[config.mk]
export PLATFORM = sky130hd
export DESIGN_NAME = macro_alu
export DESIGN_NICKNAME = d
export VERILOG_FILES = /design/src/rtl/macro_alu_pkg.sv /design/src/rtl/macro_alu_arith.sv /design/src/rtl/macro_alu_logic.sv /design/src/rtl/macro_alu_flag.sv /design/src/rtl/macro_alu.sv
export SDC_FILE = /design/constraint.sdc
export NUM_CORES = 1
export LEC_CHECK = 0
export ABC_AREA = 1
export CORE_MARGIN = 2
export CORE_UTILIZATION = 54
export CTS_CLUSTER_SIZE = 14
export DETAILED_ROUTE_END_ITERATION = 10
export MAX_ROUTING_LAYER = met4
export PLACE_DENSITY = 0.82
export SLEW_MARGIN = 20
export SYNTH_ARGS = -nofsm -noshare
export SYNTH_HDL_FRONTEND = slang
export SYNTH_HIERARCHICAL = 1
export SYNTH_SLANG_ARGS = --single-unit
export TNS_END_PERCENT = 100
[constraint.sdc]
create_clock -name clk -period 5.8 [get_ports clk]
set_input_delay 1.45 -clock clk [delete_from_list [all_inputs] [get_ports clk]]
set_output_delay 1.45 -clock clk [all_outputs]
set_load 0.05 [all_outputs]
[src/rtl/macro_alu_pkg.sv]
package macro_alu_pkg;

    localparam int OP_W = 4;

    typedef enum logic [OP_W-1:0] {
        OP_ADD  = 4'd0,
        OP_ADC  = 4'd1,
        OP_SUB  = 4'd2,
        OP_SBB  = 4'd3,
        OP_XOR  = 4'd8,
        OP_OR   = 4'd9,
        OP_AND  = 4'd10,
        OP_ANDN = 4'd11,
        OP_NAND = 4'd12
    } alu_op_e;

    typedef enum logic [1:0] {
        CLS_ARITH,
        CLS_LOGIC,
        CLS_BAD
    } op_class_e;

    function automatic op_class_e classify(input logic [OP_W-1:0] code);
        op_class_e c;
        if (code <= 4'd3)
            c = CLS_ARITH;
        else if (code >= 4'd8 && code <= 4'd12)
            c = CLS_LOGIC;
        else
            c = CLS_BAD;
        return c;
    endfunction

endpackage

[src/rtl/macro_alu_arith.sv]
module macro_alu_arith
    import macro_alu_pkg::*;
#(
    parameter int W = 32
) (
    input  logic [OP_W-1:0] op,
    input  logic [W-1:0]    a,
    input  logic [W-1:0]    b,
    input  logic            cin,
    output logic [W-1:0]    res,
    output logic            cout
);
    localparam int EW = W + 1;

    logic [EW-1:0] ax, bx, cx, bw, sum, dif;

    always_comb begin
        ax  = {1'b0, a};
        bx  = {1'b0, b};
        cx  = {{W{1'b0}}, cin};
        bw  = {{W{1'b0}}, ~cin};
        sum = ax + bx + ((op == OP_ADC) ? cx : '0);
        dif = ax - bx - ((op == OP_SBB) ? bw : '0);
        res  = '0;
        cout = cin;
        case (op)
            OP_ADD, OP_ADC: begin
                res  = sum[W-1:0];
                cout = sum[W];
            end
            OP_SUB, OP_SBB: begin
                res  = dif[W-1:0];
                cout = ~dif[W];
            end
            default: ;
        endcase
    end
endmodule

[src/rtl/macro_alu_logic.sv]
module macro_alu_logic
    import macro_alu_pkg::*;
#(
    parameter int W = 32
) (
    input  logic [OP_W-1:0] op,
    input  logic [W-1:0]    a,
    input  logic [W-1:0]    b,
    output logic [W-1:0]    res
);
    always_comb begin
        case (op)
            OP_XOR:  res = a ^ b;
            OP_OR:   res = a | b;
            OP_AND:  res = a & b;
            OP_ANDN: res = a & ~b;
            OP_NAND: res = ~(a & b);
            default: res = '0;
        endcase
    end
endmodule

[src/rtl/macro_alu_flag.sv]
module macro_alu_flag (
    input  logic clk,
    input  logic rst,
    input  logic clr,
    input  logic upd,
    input  logic nxt,
    output logic q
);
    always_ff @(posedge clk) begin
        if (rst || clr)
            q <= 1'b0;
        else if (upd)
            q <= nxt;
    end

    p_clear_wins_r8: assert property (@(posedge clk) disable iff (rst)
        clr |=> !q);

    p_hold_no_update_r7: assert property (@(posedge clk) disable iff (rst)
        (!clr && !upd) |=> $stable(q));

    p_reset_zero_r10: assert property (@(posedge clk)
        rst |=> !q);
endmodule

[src/rtl/macro_alu.sv]
module macro_alu
    import macro_alu_pkg::*;
#(
    parameter int W = 32
) (
    input  logic            clk,
    input  logic            rst,
    input  logic            clr_i,
    input  logic [OP_W-1:0] op_i,
    input  logic [W-1:0]    a_i,
    input  logic [W-1:0]    b_i,
    input  logic            flag_en_i,
    output logic [W-1:0]    res_o,
    output logic            carry_o,
    output logic            illegal_o
);
    op_class_e      cls;
    logic [W-1:0]   ar_res, lg_res;
    logic           ar_cout;
    logic           flag_upd;

    assign cls = classify(op_i);

    macro_alu_arith #(.W(W)) u_arith (
        .op(op_i), .a(a_i), .b(b_i), .cin(carry_o),
        .res(ar_res), .cout(ar_cout)
    );

    macro_alu_logic #(.W(W)) u_logic (
        .op(op_i), .a(a_i), .b(b_i), .res(lg_res)
    );

    always_comb begin
        case (cls)
            CLS_ARITH: res_o = ar_res;
            CLS_LOGIC: res_o = lg_res;
            default:   res_o = '0;
        endcase
        illegal_o = (cls == CLS_BAD);
        flag_upd  = flag_en_i && (cls == CLS_ARITH);
    end

    macro_alu_flag u_flag (
        .clk(clk), .rst(rst), .clr(clr_i),
        .upd(flag_upd), .nxt(ar_cout), .q(carry_o)
    );

    p_add_sum_r1: assert property (@(posedge clk) disable iff (rst)
        (op_i == OP_ADD) |-> (res_o == W'(a_i + b_i)));

    p_sub_noborrow_r3: assert property (@(posedge clk) disable iff (rst)
        (op_i == OP_SUB && flag_en_i && !clr_i) |=> (carry_o == ($past(a_i) >= $past(b_i))));

    p_logic_keeps_carry_r6: assert property (@(posedge clk) disable iff (rst)
        (op_i >= 4'd8 && op_i <= 4'd12 && !clr_i) |=> $stable(carry_o));

    p_illegal_zero_r9: assert property (@(posedge clk) disable iff (rst)
        illegal_o |-> (res_o == '0));
endmodule

==> impl_metrics.prom <==
# TYPE chip_impl_metric gauge
chip_impl_metric{name="core_area",unit="sq um"} 17300
chip_impl_info{name="timing.critical_path.from_type",value="input pin"} 1
chip_impl_metric{name="initial_antenna_violation_count",unit=""} 1
chip_impl_metric{name="floorplan.die.height",unit="um"} 137
chip_impl_info{name="yosysMostFrequentCell",value="sky130_fd_sc_hd__nand2_1"} 1
chip_impl_metric{name="pwr_density_cell",unit="nW/um^2"} 109
chip_impl_metric{name="drv_cap",unit=""} 0
chip_impl_info{name="violations",value="negative setup slack"} 1
chip_impl_metric{name="place_congestion",unit=""} 1.07
chip_impl_metric{name="yosysSeqAreaShare",unit="%"} 0.210
chip_impl_metric{name="power_frac_seq",unit="%"} 0.5
chip_impl_metric{name="total_switching_power",unit="uW"} 845
chip_impl_metric{name="initial_utilization",unit="%"} 55.1
chip_impl_metric{name="combPwrFrac",unit="%"} 99.5
chip_impl_metric{name="cp.required",unit="ps"} 4350
chip_impl_metric{name="detailedRoute.firstIterationViolations",unit=""} 1422
chip_impl_metric{name="layout-area-overhead-vs-synth",unit="%"} 36.5
chip_impl_info{name="worstReg2RegEnd",value="u_flag/q"} 1
chip_impl_info{name="worstSetupPathType",value="input pin to output port"} 1
chip_impl_metric{name="timing.final.hold_violations",unit=""} 0
chip_impl_info{name="hp-class",value="register to register"} 1
chip_impl_metric{name="min_path_cells",unit=""} 2
chip_impl_info{name="reg_top3",value="u_flag/q: 1 flops"} 1
chip_impl_metric{name="io-pin-count",unit=""} 106
chip_impl_metric{name="p_leak",unit="nW"} 7.68
chip_impl_metric{name="drc_errors",unit=""} 0
chip_impl_info{name="hold_start",value="u_flag/q"} 1
chip_impl_metric{name="routed_wire_length_per_instance",unit="um"} 17.6
chip_impl_metric{name="worst_ep_arrival_time",unit="ps"} 4600
chip_impl_metric{name="crit_path_max_fanout",unit=""} 4
chip_impl_metric{name="setup_viol",unit=""} 18
chip_impl_metric{name="clock_power_share",unit="%"} 0
chip_impl_metric{name="largest_register_ff_count",unit=""} 1
chip_impl_metric{name="grt.overflow.total",unit=""} 0
chip_impl_metric{name="grt_pass1_wl",unit="mm"} 59.9
chip_impl_metric{name="maximum_number_of_pins_on_one_net_before_global_route_repair",unit=""} 51
chip_impl_metric{name="layout_cell_area_excl_fill",unit="sq um"} 13000
chip_impl_metric{name="post-route-worst-setup-slack",unit="ps"} -247
chip_impl_metric{name="std_cell_rows",unit=""} 48
chip_impl_metric{name="final_max_slew_viol_count",unit=""} 0
chip_impl_info{name="worstReg2RegStart",value="u_flag/q"} 1
chip_impl_info{name="rsz_0062_raised_after_global_routing",value="true"} 1
chip_impl_info{name="synth-main-ff-cell",value="sky130_fd_sc_hd__dfxtp_1"} 1
chip_impl_metric{name="grt_util_all_layers",unit="%"} 42.5
chip_impl_metric{name="power_switching_share",unit="%"} 59.6
chip_impl_metric{name="place_hpwl",unit="mm"} 33.0
chip_impl_info{name="status",value="complete, but fails checks"} 1
chip_impl_info{name="synth.top_cells.by_area",value="sky130_fd_sc_hd__ha_1 25%, sky130_fd_sc_hd__nand2_1 20%, sky130_fd_sc_hd__inv_1 17%, sky130_fd_sc_hd__nand3_1 11%, sky130_fd_sc_hd__nor2_1 6.8%"} 1
chip_impl_metric{name="worst_pin_slew",unit="ps"} 767
chip_impl_metric{name="vias",unit=""} 12704
chip_impl_metric{name="yosys_warnings",unit=""} 6
chip_impl_metric{name="fin_crit_sh",unit="%"} 104
chip_impl_metric{name="drt.antenna.violating_nets",unit=""} 0
chip_impl_metric{name="finalClockSkew",unit="ps"} 0
chip_impl_metric{name="dpl_cell_area",unit="sq um"} 12300
chip_impl_metric{name="num-nets-final",unit=""} 2331
chip_impl_metric{name="peakVddDrop",unit="mV"} 0.0867
chip_impl_metric{name="post_synth_num_cell_types",unit=""} 43
chip_impl_info{name="synth_commonest_cells",value="519 x sky130_fd_sc_hd__nand2_1, 425 x sky130_fd_sc_hd__inv_1, 214 x sky130_fd_sc_hd__nand3_1"} 1
chip_impl_metric{name="placed_cells",unit=""} 2275
chip_impl_metric{name="first_global_vias",unit=""} 11229
chip_impl_metric{name="synth_enable_flop_cells",unit=""} 0
chip_impl_metric{name="pre_cts_slack",unit="ps"} -723
chip_impl_metric{name="post_synth_inst_count",unit=""} 1811
chip_impl_metric{name="die_x",unit="um"} 137
chip_impl_metric{name="max_clock_freq",unit="MHz"} 165
chip_impl_metric{name="firstDrtPassIters",unit=""} 8
chip_impl_metric{name="synth-async-reset-ratio",unit="%"} 0
chip_impl_metric{name="timing.reg2reg.setup_slack",unit="ps"} 2350
chip_impl_info{name="largest_area_contributor_in_the_netlist",value="sky130_fd_sc_hd__ha_1"} 1
chip_impl_metric{name="post_synth_instance_area",unit="sq um"} 9530
chip_impl_metric{name="synth_nets",unit=""} 2076
chip_impl_metric{name="power.total",unit="mW"} 1.42
chip_impl_info{name="timing.hold.worst_endpoint",value="u_flag/q"} 1
chip_impl_metric{name="cellInternalPower",unit="uW"} 572
chip_impl_metric{name="final.fill_count",unit=""} 1463
chip_impl_metric{name="route.detailed.vias_per_inst",unit=""} 5.55
chip_impl_metric{name="cts-hold-fix-buffers",unit=""} 0
chip_impl_metric{name="totalWireLength",unit="mm"} 40.3
chip_impl_metric{name="syn_avg_cell_area",unit="sq um"} 5.26
chip_impl_metric{name="drive_above_1_share",unit="%"} 20.2
chip_impl_info{name="crit_path_end_kind",value="output port"} 1
chip_impl_metric{name="worstSkewPairLatency",unit="ps"} 0
chip_impl_metric{name="r2r.worst_path.cells",unit=""} 26
chip_impl_metric{name="port-buffer-count",unit=""} 105
chip_impl_metric{name="post_layout_nonfiller_instances",unit=""} 2290
chip_impl_metric{name="floorplan.die_area",unit="sq um"} 18700
chip_impl_info{name="register_with_the_highest_flop_count",value="u_flag/q"} 1
chip_impl_metric{name="cts.clk_slew.worst_paths",unit="ps"} 0
chip_impl_metric{name="yosys_register_bits",unit=""} 1
chip_impl_metric{name="period_minus_slack",unit="ps"} 6050
chip_impl_metric{name="maxSlewHeadroom",unit="%"} 48.8
chip_impl_info{name="crit_start",value="op_i[2]"} 1
chip_impl_metric{name="yosys.area.top_type_share",unit="%"} 24.8
-- metrics by stage --
step,TNS (ps),hold slack [ps],utilization (%)
3_5_place_dp,-12130,616,70.9
2_1_floorplan,0,774,-
6_report,-2440,675,75.2
4_1_cts,-2410,639,72.6
3_3_place_gp,-10230,571,70.9
5_1_grt,-5350,713,75.2
-- power groups by stage --
stage	Sequential (mW)	Combinational, mW	Clock [mW]
after global routing	0.00760	1.52	0.0000000388
after detailed placement	0.00744	1.23	0
after CTS	0.00749	1.29	0
final	0.00756	1.41	0.0000000384
after global placement	0.00739	1.21	0
after floorplan	0.00789	0.697	0
-- how the worst max path moves through the flow --
stage | end | cells past startpoint
floorplan | res_o[24] | 26
global placement | res_o[30] | 27
detailed placement | res_o[26] | 25
CTS | res_o[30] | 28
global route | res_o[30] | 27
finish | res_o[14] | 26
-- logic make-up (layout without fill, tap and decap cells) --
kind of cell / after synthesis / after routing / synth area share (%)
buf+inv: 469 / 722 / 19.9
xor+xnor: 9 / 9 / 0.827
simple gates: 992 / 992 / 44.8
flops: 1 / 1 / 0.210
fa+ha+maj: 193 / 193 / 25.7
other cells: 0 / 1 / 0
compound gates: 147 / 147 / 8.58
-- timing repair --
item,4_1_cts,5_1_grt
buffers inserted,12,6
resized for setup,94,98
pin swaps,51,45
endpoints found under the setup margin,31,30
-- layout by cell type, fill, tap and decap left out, types with 3 or more instances in the layout --
cell type and n:
sky130_fd_sc_hd__nand3b_1 13, sky130_fd_sc_hd__xor2_1 5, sky130_fd_sc_hd__ha_1 169, sky130_fd_sc_hd__o21ai_1 30, sky130_fd_sc_hd__nor2_2 8, sky130_fd_sc_hd__nor3_1 10
sky130_fd_sc_hd__nand2_2 66, sky130_fd_sc_hd__nand2_1 455, sky130_fd_sc_hd__nand3_1 194, sky130_fd_sc_hd__nand3_2 23, sky130_fd_sc_hd__buf_12 32, sky130_fd_sc_hd__nand2_4 22
sky130_fd_sc_hd__o22ai_1 3, sky130_fd_sc_hd__inv_2 14, sky130_fd_sc_hd__ha_4 10, sky130_fd_sc_hd__a21o_1 3, sky130_fd_sc_hd__clkdlybuf4s50_1 64, sky130_fd_sc_hd__o21ai_4 3
sky130_fd_sc_hd__nand4_1 11, sky130_fd_sc_hd__buf_4 179, sky130_fd_sc_hd__fa_2 3, sky130_fd_sc_hd__o21ai_2 5, sky130_fd_sc_hd__and2_1 4, sky130_fd_sc_hd__ha_2 10
sky130_fd_sc_hd__dlymetal6s2s_1 4, sky130_fd_sc_hd__a21oi_2 14, sky130_fd_sc_hd__o21ai_0 32, sky130_fd_sc_hd__buf_6 10, sky130_fd_sc_hd__a21oi_1 45, sky130_fd_sc_hd__nor2_4 9
sky130_fd_sc_hd__inv_1 415, sky130_fd_sc_hd__o21bai_1 6, sky130_fd_sc_hd__nor2_1 169
-- metal layers --
layer | global-route usage, % | part of all wire, %
met1 | 61.2 | 44
met2 | 61.1 | 41
met3 | 9.22 | 13
met4 | 7.56 | 2.2
met5 | - | 0
-- worst max-delay path: stages --
cell and delay, ps:
sky130_fd_sc_hd__buf_8 100, sky130_fd_sc_hd__nor2_4 90, sky130_fd_sc_hd__inv_2 60, sky130_fd_sc_hd__nor2_4 110
sky130_fd_sc_hd__inv_2 60, sky130_fd_sc_hd__nor3b_4 200, sky130_fd_sc_hd__fa_1 490, sky130_fd_sc_hd__inv_1 90
sky130_fd_sc_hd__ha_2 170, sky130_fd_sc_hd__inv_2 40, sky130_fd_sc_hd__nand2_2 70, sky130_fd_sc_hd__inv_2 40
sky130_fd_sc_hd__fa_2 360, sky130_fd_sc_hd__nand2_2 90, sky130_fd_sc_hd__nand2_2 70, sky130_fd_sc_hd__nand2_4 90
sky130_fd_sc_hd__nand2_2 70, sky130_fd_sc_hd__nand2_2 80, sky130_fd_sc_hd__nand2_2 70, sky130_fd_sc_hd__nand2_4 100
sky130_fd_sc_hd__buf_6 110, sky130_fd_sc_hd__xnor2_2 60, sky130_fd_sc_hd__o21ai_1 140, sky130_fd_sc_hd__nand2_1 110
sky130_fd_sc_hd__nand2_2 150, sky130_fd_sc_hd__buf_12 140
-- cell type report --
cell class                 count  area [sq um]  area share (%)
multi-input combinational   1341          8270            63.6
timing repair buffer         292          2820            21.7
sequential                     1          20.0           0.154
inverter                     430          1610            12.4
antenna                        1          2.50          0.0192
tap                          225           282            2.17
Power figures use the tool's default switching activity.
